### config.mk
export PLATFORM = sky130hd
export DESIGN_NAME = frac_rate_ctrl
export DESIGN_NICKNAME = d
export VERILOG_FILES = /design/src/rtl/frc_pkg.sv /design/src/rtl/frc_regs.sv /design/src/rtl/frc_sequencer.sv /design/src/rtl/frc_pulse_gen.sv /design/src/rtl/frac_rate_ctrl.sv
export SDC_FILE = /design/constraint.sdc
export NUM_CORES = 1
export LEC_CHECK = 0
export BUFFER_PORTS_ARGS = -buffer_cell sky130_fd_sc_hd__buf_2
export CELL_PAD_IN_SITES_DETAIL_PLACEMENT = 2
export CELL_PAD_IN_SITES_GLOBAL_PLACEMENT = 2
export CORE_MARGIN = 4
export CORE_UTILIZATION = 29
export CTS_CLUSTER_DIAMETER = 40
export CTS_CLUSTER_SIZE = 10
export DETAILED_ROUTE_END_ITERATION = 8
export GPL_ROUTABILITY_DRIVEN = 1
export HOLD_SLACK_MARGIN = 0.06
export PLACE_DENSITY_LB_ADDON = 0.08
export SYNTH_ARGS = -nofsm -noshare
export SYNTH_HDL_FRONTEND = slang
export SYNTH_SLANG_ARGS = --single-unit
### constraint.sdc
create_clock -name clk -period 3.15 [get_ports clk]
set_input_delay 0.63 -clock clk [delete_from_list [all_inputs] [get_ports clk]]
set_output_delay 0.63 -clock clk [all_outputs]
set_load 0.02 [all_outputs]
### src/rtl/frc_pkg.sv
package frc_pkg;
  // word addresses of the two registers
  localparam int unsigned REG_FREQ = 0;
  localparam int unsigned REG_CTRL = 1;
endpackage

### src/rtl/frc_regs.sv
module frc_regs #(
  parameter int unsigned DATA_W    = 32,
  parameter int unsigned ADDR_W    = 2,
  parameter int unsigned FIELD_LSB = 8,
  parameter int unsigned FIELD_W   = 5,
  parameter int unsigned KICK_BIT  = 31
) (
  input  logic               clk,
  input  logic               rst,
  input  logic               wr_i,
  input  logic               rd_i,
  input  logic [ADDR_W-1:0]  addr_i,
  input  logic [DATA_W-1:0]  wdata_i,
  input  logic               apply_i,
  output logic [DATA_W-1:0]  rdata_o,
  output logic [FIELD_W-1:0] field_o,
  output logic               busy_o,
  output logic               kick_o
);
  import frc_pkg::*;

  localparam int unsigned FIELD_MSB = FIELD_LSB + FIELD_W - 1;
  localparam logic [DATA_W-1:0] FIELD_MASK =
    {{(DATA_W-FIELD_W){1'b0}}, {FIELD_W{1'b1}}} << FIELD_LSB;

  logic [DATA_W-1:0] freq_q;
  logic              busy_q;
  logic              sel_freq, sel_ctrl;
  logic [DATA_W-1:0] ctrl_word;

  assign sel_freq = (addr_i == ADDR_W'(REG_FREQ));
  assign sel_ctrl = (addr_i == ADDR_W'(REG_CTRL));
  assign kick_o   = wr_i && sel_ctrl && wdata_i[KICK_BIT] && !busy_q;

  always_ff @(posedge clk) begin
    if (rst) begin
      freq_q <= '0;
    end else if (wr_i && sel_freq) begin
      if (busy_q)
        freq_q <= (wdata_i & ~FIELD_MASK) | (freq_q & FIELD_MASK);
      else
        freq_q <= wdata_i;
    end
  end

  always_ff @(posedge clk) begin
    if (rst)
      busy_q <= 1'b0;
    else if (kick_o)
      busy_q <= 1'b1;
    else if (apply_i)
      busy_q <= 1'b0;
  end

  always_comb begin
    ctrl_word           = '0;
    ctrl_word[KICK_BIT] = busy_q;
  end

  always_ff @(posedge clk) begin
    if (rst) begin
      rdata_o <= '0;
    end else if (rd_i) begin
      if (sel_freq)      rdata_o <= freq_q;
      else if (sel_ctrl) rdata_o <= ctrl_word;
      else               rdata_o <= '0;
    end
  end

  assign field_o = freq_q[FIELD_MSB:FIELD_LSB];
  assign busy_o  = busy_q;
endmodule

### src/rtl/frc_sequencer.sv
module frc_sequencer #(
  parameter int unsigned FRAME  = 32,
  parameter int unsigned SETTLE = 8
) (
  input  logic clk,
  input  logic rst,
  input  logic kick_i,
  input  logic busy_i,
  output logic frame_last_o,
  output logic apply_o
);
  localparam int unsigned POS_W = (FRAME > 1) ? $clog2(FRAME) : 1;
  localparam int unsigned SET_W = $clog2(SETTLE + 1);

  logic [POS_W-1:0] pos_q;
  logic [SET_W-1:0] settle_q;

  assign frame_last_o = (pos_q == POS_W'(FRAME - 1));

  always_ff @(posedge clk) begin
    if (rst)               pos_q <= '0;
    else if (frame_last_o) pos_q <= '0;
    else                   pos_q <= pos_q + 1'b1;
  end

  always_ff @(posedge clk) begin
    if (rst)                  settle_q <= '0;
    else if (kick_i)          settle_q <= SET_W'(SETTLE);
    else if (settle_q != '0)  settle_q <= settle_q - 1'b1;
  end

  assign apply_o = busy_i && (settle_q == '0) && frame_last_o;
endmodule

### src/rtl/frc_pulse_gen.sv
module frc_pulse_gen #(
  parameter int unsigned FIELD_W = 5
) (
  input  logic               clk,
  input  logic               rst,
  input  logic               apply_i,
  input  logic [FIELD_W-1:0] field_i,
  input  logic               frame_last_i,
  output logic               en_o,
  output logic [FIELD_W:0]   count_o,
  output logic               mark_o,
  output logic [FIELD_W:0]   mult_o
);
  localparam int unsigned FRAME  = 1 << FIELD_W;
  localparam int unsigned MULT_W = FIELD_W + 1;
  localparam int unsigned ACC_W  = FIELD_W + 2;

  logic [MULT_W-1:0] mult_q;
  logic [ACC_W-1:0]  acc_q, sum;
  logic              wrap;
  logic [MULT_W-1:0] run_q, run_next;

  always_ff @(posedge clk) begin
    if (rst)          mult_q <= MULT_W'(FRAME);
    else if (apply_i) mult_q <= MULT_W'(FRAME) - MULT_W'(field_i);
  end

  assign sum      = acc_q + ACC_W'(mult_q);
  assign wrap     = (sum >= ACC_W'(FRAME));
  assign run_next = run_q + MULT_W'(wrap);

  always_ff @(posedge clk) begin
    if (rst)               acc_q <= '0;
    else if (frame_last_i) acc_q <= '0;
    else if (wrap)         acc_q <= sum - ACC_W'(FRAME);
    else                   acc_q <= sum;
  end

  always_ff @(posedge clk) begin
    if (rst) begin
      en_o    <= 1'b0;
      run_q   <= '0;
      count_o <= '0;
      mark_o  <= 1'b0;
    end else begin
      en_o <= wrap;
      if (frame_last_i) begin
        count_o <= run_next;
        run_q   <= '0;
        mark_o  <= 1'b1;
      end else begin
        run_q  <= run_next;
        mark_o <= 1'b0;
      end
    end
  end

  assign mult_o = mult_q;
endmodule

### src/rtl/frac_rate_ctrl.sv
module frac_rate_ctrl #(
  parameter int unsigned DATA_W    = 32,
  parameter int unsigned ADDR_W    = 2,
  parameter int unsigned FIELD_LSB = 8,
  parameter int unsigned FIELD_W   = 5,
  parameter int unsigned KICK_BIT  = 31,
  parameter int unsigned SETTLE    = 8
) (
  input  logic              clk,
  input  logic              rst,
  input  logic              bus_wr,
  input  logic              bus_rd,
  input  logic [ADDR_W-1:0] bus_addr,
  input  logic [DATA_W-1:0] bus_wdata,
  output logic [DATA_W-1:0] bus_rdata,
  output logic              rate_en_o,
  output logic [FIELD_W:0]  frame_pulses_o,
  output logic              frame_done_o
);
  localparam int unsigned FRAME = 1 << FIELD_W;

  logic [FIELD_W-1:0] field;
  logic               busy, kick, apply, frame_last;
  logic [FIELD_W:0]   mult;

  frc_regs #(
    .DATA_W(DATA_W), .ADDR_W(ADDR_W), .FIELD_LSB(FIELD_LSB),
    .FIELD_W(FIELD_W), .KICK_BIT(KICK_BIT)
  ) u_regs (
    .clk(clk), .rst(rst), .wr_i(bus_wr), .rd_i(bus_rd), .addr_i(bus_addr),
    .wdata_i(bus_wdata), .apply_i(apply), .rdata_o(bus_rdata),
    .field_o(field), .busy_o(busy), .kick_o(kick)
  );

  frc_sequencer #(.FRAME(FRAME), .SETTLE(SETTLE)) u_seq (
    .clk(clk), .rst(rst), .kick_i(kick), .busy_i(busy),
    .frame_last_o(frame_last), .apply_o(apply)
  );

  frc_pulse_gen #(.FIELD_W(FIELD_W)) u_gen (
    .clk(clk), .rst(rst), .apply_i(apply), .field_i(field),
    .frame_last_i(frame_last), .en_o(rate_en_o), .count_o(frame_pulses_o),
    .mark_o(frame_done_o), .mult_o(mult)
  );
endmodule

==> impl_metrics.json, run 1 <==
{
  "synthesis.nets": 526,
  "yosysTopAreaCell": "dfxtp_1",
  "slowest_stage": "fa_2",
  "hold_path_class": "reg2reg",
  "overflow": 0,
  "tightestPinTransition_ns": 0.719,
  "stdcell_count": 748,
  "max_slew_margin_pct": 52.1,
  "synth_flop_cell": "dfxtp_1",
  "gp_congestion": 0.733,
  "finalCritPeriodShare_pct": 105,
  "routed_wirelength_um": 11900,
  "ys_seq_area_share_pct": 50.0,
  "critical_path_buf_inv_count": 0,
  "worstPathArrival_ns": 3.58,
  "synth_cells": 473,
  "grt_pass1_vias": 3865,
  "path_cells": "ha_4, fa_2, a21oi_4, o21ai_2, a21oi_2, xor2_2, ha_4, nand3b_1, nor3_2, nor4_4, o211ai_1, nor2_1, ha_2, ha_4, nand3_2, xor2_2, a211oi_2",
  "synth-edff-count": 0,
  "crit_type": "reg2reg",
  "rsz0062_at_grt": "yes",
  "die_w_um": 126,
  "peakVddDrop_uv": 313,
  "avgSynthCellArea_um2": 8.54,
  "clk_latency_ns": 0.35,
  "ys.warnings.count": 0,
  "cts_tree": "done",
  "clk_pin_slew_ns": 0.07,
  "async_flop_share_pct": 0,
  "rows": 42,
  "critPathLaunchType": "flop",
  "tns_ns": -0.747,
  "drive_above_1_share_pct": 28.0,
  "crit_top_cell": "ha_4",
  "end_kind": "flop",
  "io_pins": 78,
  "layout_common_cells": "dfxtp_1, buf_2, nand2_1, a21oi_1, nor2_1",
  "cts_inserted_buffers": 9,
  "antenna_found_initial": 2,
  "design.core.area_um2": 13500,
  "run_status": "finished, violations left",
  "first_pass_iters": 4,
  "grt_max_degree": 31,
  "ys_ff_latch": 101,
  "ctsLongestPathBuffers": 2,
  "post-place-ws_ns": -0.296,
  "timing.final.hold_violations": 0,
  "ys_types": 41,
  "dpl.hpwl_um": 8250,
  "htree_levels": 3,
  "fin_nets": 619,
  "vias": 3573,
  "synth_top_family_by_area": "simple AND/OR/NAND/NOR gates",
  "synth_top_area_share_pct": 50.0,
  "p_leak_nw": 2.18,
  "chipHeight_um": 126,
  "cts.sinks": 101,
  "syn_to_final_growth_pct": 29.5,
  "synthXorXnorAreaFrac_pct": 3.25,
  "synth.top_cells.by_area": "dfxtp_1, a21oi_1, nand2_1",
  "total_power_mw": 2.69,
  "drc_errors": 0,
  "viasPerCell": 4.78,
  "layout_commonest_cell": "dfxtp_1",
  "crit_required_ns": 3.42,
  "start_util_pct": 30.0,
  "grt_first_pass_wirelength_um": 19700,
  "max_cap_violations": 0,
  "max_freq_mhz": 301,
  "cts-root-buf": "clkbuf_16",
  "violations": "setup timing",
  "drt_iter0_markers": 111,
  "syn_area_um2": 4040,
  "slew_violations": 0,
  "synth_compound_area_share_pct": 13.6,
  "worst_path_dominant_cell_family": "adder cells",
  "ant_nets": 0,
  "crit_fanout": 6,
  "dp_cells": 718,
  "dieArea_um2": 15900,
  "fin_ws_ns": -0.169,
  "finalSetupViolCount": 8,
  "nFillCells": 1575,
  "slowest_delay_ns": 0.39,
  "worst_clock_skew_ns": 0.00719,
  "synthMuxAreaShare_pct": 0.991,
  "min_period_ns": 3.32,
  "port_buffers": 77,
  "track_usage_pct": 15.4,
  "synth-adder-area-share_pct": 4.83,
  "synthSimpleGateAreaFrac_pct": 24.2,
  "power_density_nw_per_um2": 514,
  "avgRoutedWirePerCell_um": 15.9
}
[final cells by class]
| class | count | area, um2 | area share [%] |
|---|---|---|---|
| tap | 176 | 220 | 4.21 |
| antenna | 1 | 2.50 | 0.0478 |
| inverter | 6 | 22.5 | 0.430 |
| clock buffer | 11 | 253 | 4.83 |
| clock inverter | 5 | 35.0 | 0.669 |
| timing repair buffer | 109 | 626 | 12.0 |
| sequential | 101 | 2030 | 38.7 |
| multi-input combinational | 339 | 2050 | 39.2 |
[synth_stat cells (2+ instances only)]
library cell and count:
a21oi_1 72, inv_1 6, buf_1 4, nor2b_1 35, nor3_1 4, clkbuf_1 22, or2_2 2, nand2b_1 3
xor2_1 6, dfxtp_1 101, nand2_1 75, a211oi_1 5, mux2i_1 4, xnor2_1 9, o21ai_0 7, nand3b_1 3
nand4_1 2, ha_1 14, o31ai_1 2, and3_1 4, a21oi_2 2, nor2_1 59, and2_1 9, nand3_1 6
[layer usage]
layer  vias up  routed length (um)  global-route usage, %
met1      1744                5080                   18.0
met3        19                 688                   5.04
met2        61                5990                   26.9
li1       1745                   -                      -
met5         -                  34                      0
met4         4                 140                   4.35
[state kept, by name (all words and copies together) (netlist names)]
register / count
u_regs.freq_q: 32
u_regs.rdata_o: 32
u_gen.acc_q: 7
u_gen.count_o: 6
u_gen.mult_o: 6
u_gen.run_q: 6
u_seq.pos_q: 5
u_seq.settle_q: 4
u_gen.en_o: 1
u_gen.mark_o: 1
u_regs.busy_o: 1
[final timing paths]
path | startpoint | end | slack (ns) | cells after the start
worst max register to register | u_gen.mult_o[0]$_SDFFE_PP0P_ | u_gen.count_o[4]$_SDFFE_PP0P_ | -0.17 | 17
worst max-delay path | u_gen.mult_o[0]$_SDFFE_PP0P_ | u_gen.count_o[4]$_SDFFE_PP0P_ | -0.17 | 17
worst min-delay path | u_seq.pos_q[0]$_SDFF_PP0_ | u_seq.pos_q[0]$_SDFF_PP0_ | 0.45 | 1
worst min register to register | u_seq.pos_q[0]$_SDFF_PP0_ | u_seq.pos_q[0]$_SDFF_PP0_ | 0.45 | 1
[metrics by stage]
stage                     hold slack, ns  util (%)  cell area, um2
after floorplan                    0.418         -            4110
after global placement             0.430      35.3            4750
after detailed placement           0.441      35.3            4750
after CTS                          0.457      38.4            5160
after global routing               0.470      38.9            5230
final                              0.450      38.9            5240
[what timing repair did]
item	CTS	global route
pin swaps	16	14
endpoints found under the setup margin	10	12
hold buffers	0	0
resized for setup	8	10
setup buffers	11	5
[cell families after synthesis]
| group | count (synthesis) |
|---|---|
| and+or+nand+nor | 208 |
| xor gates and xnor gates | 15 |
| AOI/OAI and AO/OA | 97 |
| DFF | 101 |
| adders and majority gates | 15 |
| buffers and inverters | 33 |
| muxes | 4 |
[where the power goes]
group / leakage [nW] / internal [mW] / switching, mW
logic: 1.22 / 0.110 / 0.156
registers: 0.820 / 1.32 / 0.0319
clock network: 0.141 / 0.579 / 0.494
total: 2.18 / 2.01 / 0.682
No activity file was read; power rests on OpenSTA's default activity.
==> run 2: changes to the inputs <==
PLACE_DENSITY = 0.82   (was not set)
PLACE_DENSITY_LB_ADDON = not set   (was 0.08)
SKIP_CTS_REPAIR_TIMING = 1   (was not set)
==> impl_metrics.json, run 2 (same netlist as run 1, synthesis figures left out) <==
{
  "run_status": "finished, violations left",
  "violations": "setup timing",
  "grt_max_degree": 46,
  "start_util_pct": 30.0,
  "p_switching_uw": 685,
  "drc_errors": 0,
  "io_pins": 78,
  "worst_clock_skew_ns": 0.00940,
  "rsz0062_at_grt": "yes",
  "tightestPinTransition_ns": 0.811,
  "fin_nets": 609,
  "nFillCells": 1542,
  "slew_violations": 0,
  "p_seq_share_pct": 49.6,
  "design.core.area_um2": 13500,
  "max_freq_mhz": 287,
  "dieArea_um2": 15900,
  "power_density_nw_per_um2": 531,
  "routed_wirelength_um": 12300,
  "avgRoutedWirePerCell_um": 16.7,
  "path_cells": "ha_4, fa_2, a21oi_4, o21ai_2, a21oi_2, xor2_2, ha_4, nand3b_1, nor3_2, nor4_4, o211ai_1, nor2_1, ha_2, and3_4, nand3_2, xor2_2, a211oi_2",
  "grt_pass1_vias": 4096,
  "peakVddDrop_uv": 317,
  "clk_latency_ns": 0.35,
  "drive_above_1_share_pct": 26.0,
  "slowest_stage": "fa_2",
  "clk_pin_slew_ns": 0.07,
  "ant_nets": 0,
  "end_kind": "flop",
  "cts.sinks": 101,
  "track_usage_pct": 15.7,
  "num_antenna_cells": 0,
  "min_period_ns": 3.48,
  "rows": 42,
  "gp_congestion": 0.813,
  "layout_commonest_cell": "dfxtp_1",
  "layout_common_cells": "dfxtp_1, buf_2, nand2_1, a21oi_1, nor2_1",
  "tns_ns": -1.87,
  "antenna_found_initial": 1,
  "hold_path_class": "reg2reg",
  "first_pass_iters": 4,
  "chipHeight_um": 126,
  "fin_util_pct": 38.2,
  "timing.final.hold_violations": 0,
  "viasPerCell": 4.81,
  "finalCritPeriodShare_pct": 111,
  "cts_inserted_buffers": 9,
  "critical_path_buf_inv_count": 0,
  "switching_share_pct": 25.1,
  "cellInternalPower_mw": 2.05,
  "reg_top3": "u_regs.freq_q (32), u_regs.rdata_o (32), u_gen.acc_q (7)",
  "vias": 3544,
  "cts-root-buf": "clkbuf_16",
  "ctsLongestPathBuffers": 2,
  "overflow": 0,
  "max_cap_violations": 0,
  "power_frac_comb_pct": 9.9,
  "dpl.hpwl_um": 8840,
  "p_leak_nw": 2.13,
  "worstPathArrival_ns": 3.75,
  "post-place-ws_ns": -0.446,
  "multi_input_area_um2": 2020,
  "cp.depth": 17,
  "syn_to_final_growth_pct": 27.2,
  "grt_first_pass_wirelength_um": 20000,
  "slowest_delay_ns": 0.42,
  "crit_required_ns": 3.42,
  "crit_type": "reg2reg",
  "worst_path_dominant_cell_family": "adder cells",
  "min_path_cells": 2,
  "die_w_um": 126,
  "crit_fanout": 6,
  "drt_iter0_markers": 88,
  "port_buffers": 77,
  "critPathLaunchType": "flop",
  "finalSetupViolCount": 11,
  "htree_levels": 3,
  "clockPowerShare_pct": 40.5,
  "ff_latch_area_um2": 2030,
  "fin_ws_ns": -0.334,
  "reg2reg_depth": 17,
  "cts_tree": "done",
  "max_slew_margin_pct": 45.9
}
==> run 2: power by group through the flow <==
stage                     combinational, mW  clock [mW]  sequential [mW]
after detailed placement              0.273           0             1.38
final                                 0.271        1.11             1.35
after global placement                0.252           0             1.38
after floorplan                       0.180           0             1.38
after global routing                  0.307        1.19             1.36
after CTS                             0.277        1.14             1.36
==> run 2: per-stage QoR <==
| stage | total power, mW | cells | hold slack [ns] | instance area, um2 |
|---|---|---|---|---|
| floorplan | 1.56 | 473 | 0.418 | 4110 |
| global placement | 1.63 | 720 | 0.430 | 4780 |
| detailed placement | 1.66 | 720 | 0.450 | 4780 |
| CTS | 2.77 | 736 | 0.461 | 5070 |
| global route | 2.85 | 737 | 0.489 | 5140 |
| finish | 2.73 | 737 | 0.461 | 5140 |
==> run 2: final timing paths <==
check / startpoint / endpoint / slack, ns
max: u_gen.mult_o[0]$_SDFFE_PP0P_ / u_gen.count_o[5]$_SDFFE_PP0P_ / -0.33
min: u_regs.freq_q[22]$_SDFFE_PP0P_ / u_regs.freq_q[22]$_SDFFE_PP0P_ / 0.46
max reg2reg: u_gen.mult_o[0]$_SDFFE_PP0P_ / u_gen.count_o[5]$_SDFFE_PP0P_ / -0.33
min reg2reg: u_regs.freq_q[22]$_SDFFE_PP0P_ / u_regs.freq_q[22]$_SDFFE_PP0P_ / 0.46
==> run 2: final cells by class <==
type                       count  area share (%)
clock buffer                  10            4.45
tap                          176            4.28
sequential                   101            39.4
clock inverter                 6            1.19
multi-input combinational    339            39.3
timing repair buffer          99            11.0
inverter                       6           0.438
==> run 2: layer usage <==
| layer | global-route usage [%] | share of wire (%) | vias up | wire length [um] |
|---|---|---|---|---|
| met3 | 6.14 | 6.3 | 14 | 773 |
| met4 | 3.09 | 1.3 | 2 | 166 |
| met1 | 17.1 | 40 | 1733 | 4990 |
| met5 | 0 | 0.11 | - | 13 |
| met2 | 28.9 | 52 | 71 | 6390 |
| li1 | - | - | 1724 | - |
==> run 2: worst min-delay path, stage by stage, from the launching register on <==
cell     delay (ns)
dfxtp_1        0.31
nand2_1        0.05
a21oi_1        0.05
==> run 3: changes to the inputs <==
CORE_ASPECT_RATIO = 1.5   (was not set)
PLACE_DENSITY = 0.78   (was 0.82)
==> impl_metrics.json, run 3 (same netlist as run 1, synthesis figures left out) <==
{
  "start_util_pct": 29.7,
  "tightestPinTransition_ns": 0.681,
  "grt_pass1_vias": 4058,
  "crit_fanout": 6,
  "critPathLaunchType": "flop",
  "dpl.hpwl_um": 8760,
  "routed_wirelength_um": 12300,
  "max_cap_violations": 0,
  "ant_nets": 0,
  "port_buffers": 77,
  "cts-root-buf": "clkbuf_16",
  "cts_inserted_buffers": 9,
  "die_w_um": 104,
  "io_pins": 78,
  "chipHeight_um": 153,
  "layout_commonest_cell": "dfxtp_1",
  "reg_top3": "u_regs.freq_q (32), u_regs.rdata_o (32), u_gen.acc_q (7)",
  "max_freq_mhz": 300,
  "clk_latency_ns": 0.34,
  "fin_ws_ns": -0.182,
  "drc_errors": 0,
  "finalCritPeriodShare_pct": 106,
  "end_kind": "flop",
  "track_usage_pct": 15.6,
  "cts.sinks": 101,
  "drt_iter0_markers": 97,
  "min_period_ns": 3.33,
  "violations": "setup timing",
  "grt_first_pass_wirelength_um": 20300,
  "vias": 3578,
  "gp_congestion": 0.764,
  "stdcell_count": 721,
  "hold_ws_ns": 0.461,
  "power_density_nw_per_um2": 530,
  "timing.final.hold_violations": 0,
  "worst_path_dominant_cell_family": "simple AND/OR/NAND/NOR gates",
  "dieArea_um2": 15900,
  "final_cell_area_um2": 5090,
  "hold_path_class": "reg2reg",
  "slowest_delay_ns": 0.34,
  "design.core.area_um2": 13600,
  "ctsLongestPathBuffers": 2,
  "max_slew_margin_pct": 54.6,
  "worstPathArrival_ns": 3.60,
  "run_status": "finished, violations left",
  "p_leak_nw": 2.11,
  "worst_clock_skew_ns": 0.00633,
  "overflow": 0,
  "dp_cells": 700,
  "critical_path_buf_inv_count": 2,
  "clk_pin_slew_ns": 0.07,
  "fin_nets": 607,
  "htree_levels": 3,
  "grt_max_degree": 67,
  "drive_above_1_share_pct": 25.6,
  "antenna_found_initial": 0,
  "finalSetupViolCount": 8,
  "slowest_stage": "dfxtp_2",
  "num_antenna_cells": 0,
  "crit_required_ns": 3.42,
  "viasPerCell": 4.96,
  "rsz0062_at_grt": "yes",
  "slew_violations": 0,
  "avgRoutedWirePerCell_um": 17.0,
  "rows": 52,
  "path_cells": "ha_1, a21o_1, nand4_1, and3_4, xnor2_2, inv_1, ha_2, buf_4, nand3b_1, o31ai_2, nor4_4, o211ai_1, nor2_1, ha_2, and3_4, nand3_2, xor2_2, a211oi_2",
  "first_pass_iters": 4,
  "postPlaceCellArea_um2": 4710,
  "layout_common_cells": "dfxtp_1, buf_2, nand2_1, a21oi_1, nor2_1",
  "crit_type": "reg2reg",
  "fin_util_pct": 37.5,
  "cts_tree": "done",
  "peakVddDrop_uv": 224,
  "syn_to_final_growth_pct": 26.0
}
run 3: worst register-to-register path, delay by kind of cell, from the launching register on:
family	cells	cell delay (ns)
compound gates	4	0.58
xor+xnor	2	0.35
fa+ha+maj	3	0.71
buf+inv	2	0.22
flops	1	0.34
simple gates	7	1.07
run 3: stage by stage:
step           power (mW)  setup WS (ns)  setup TNS (ns)
6_report             2.70         -0.182           -1.01
5_1_grt              2.84         -0.358           -2.70
4_1_cts              2.75         -0.386           -2.48
3_5_place_dp         1.65         -0.349           -2.25
3_3_place_gp         1.63        -0.0967          -0.279
2_1_floorplan        1.56         -0.124          -0.270
run 3: worst paths after layout:
check / from / to / slack (ns) / cells after the start
worst max-delay path: u_gen.mult_o[1]$_SDFFE_PP0P_ / u_gen.count_o[5]$_SDFFE_PP0P_ / -0.18 / 18
worst min-delay path: u_regs.freq_q[18]$_SDFFE_PP0P_ / u_regs.freq_q[18]$_SDFFE_PP0P_ / 0.46 / 2
worst max register to register: u_gen.mult_o[1]$_SDFFE_PP0P_ / u_gen.count_o[5]$_SDFFE_PP0P_ / -0.18 / 18
worst min register to register: u_regs.freq_q[18]$_SDFFE_PP0P_ / u_regs.freq_q[18]$_SDFFE_PP0P_ / 0.46 / 2
run 3: metal layers:
| metal | part of all wire (%) | GRT usage, % |
|---|---|---|
| met1 | 37 | 15.5 |
| met2 | 57 | 30.9 |
| met3 | 4.5 | 4.03 |
| met4 | 2.0 | 4.69 |
| met5 | 0 | 0 |
run 3: area by class of cell:
class | count | area, um2
clock buffers | 11 | 243
clock inverters | 5 | 43.8
fillers | 1553 | 8500
inverters | 6 | 22.5
multi-input cells | 339 | 2010
flip-flops and latches | 101 | 2030
well taps | 162 | 203
repair buffers | 97 | 548
run 3: power by group:
part / internal, mW / total, mW / switching (mW) / leakage [nW]
clock network: 0.568 / 1.07 / 0.507 / 0.134
registers: 1.32 / 1.35 / 0.0331 / 0.820
logic: 0.108 / 0.269 / 0.161 / 1.16
total: 2.00 / 2.70 / 0.701 / 2.11
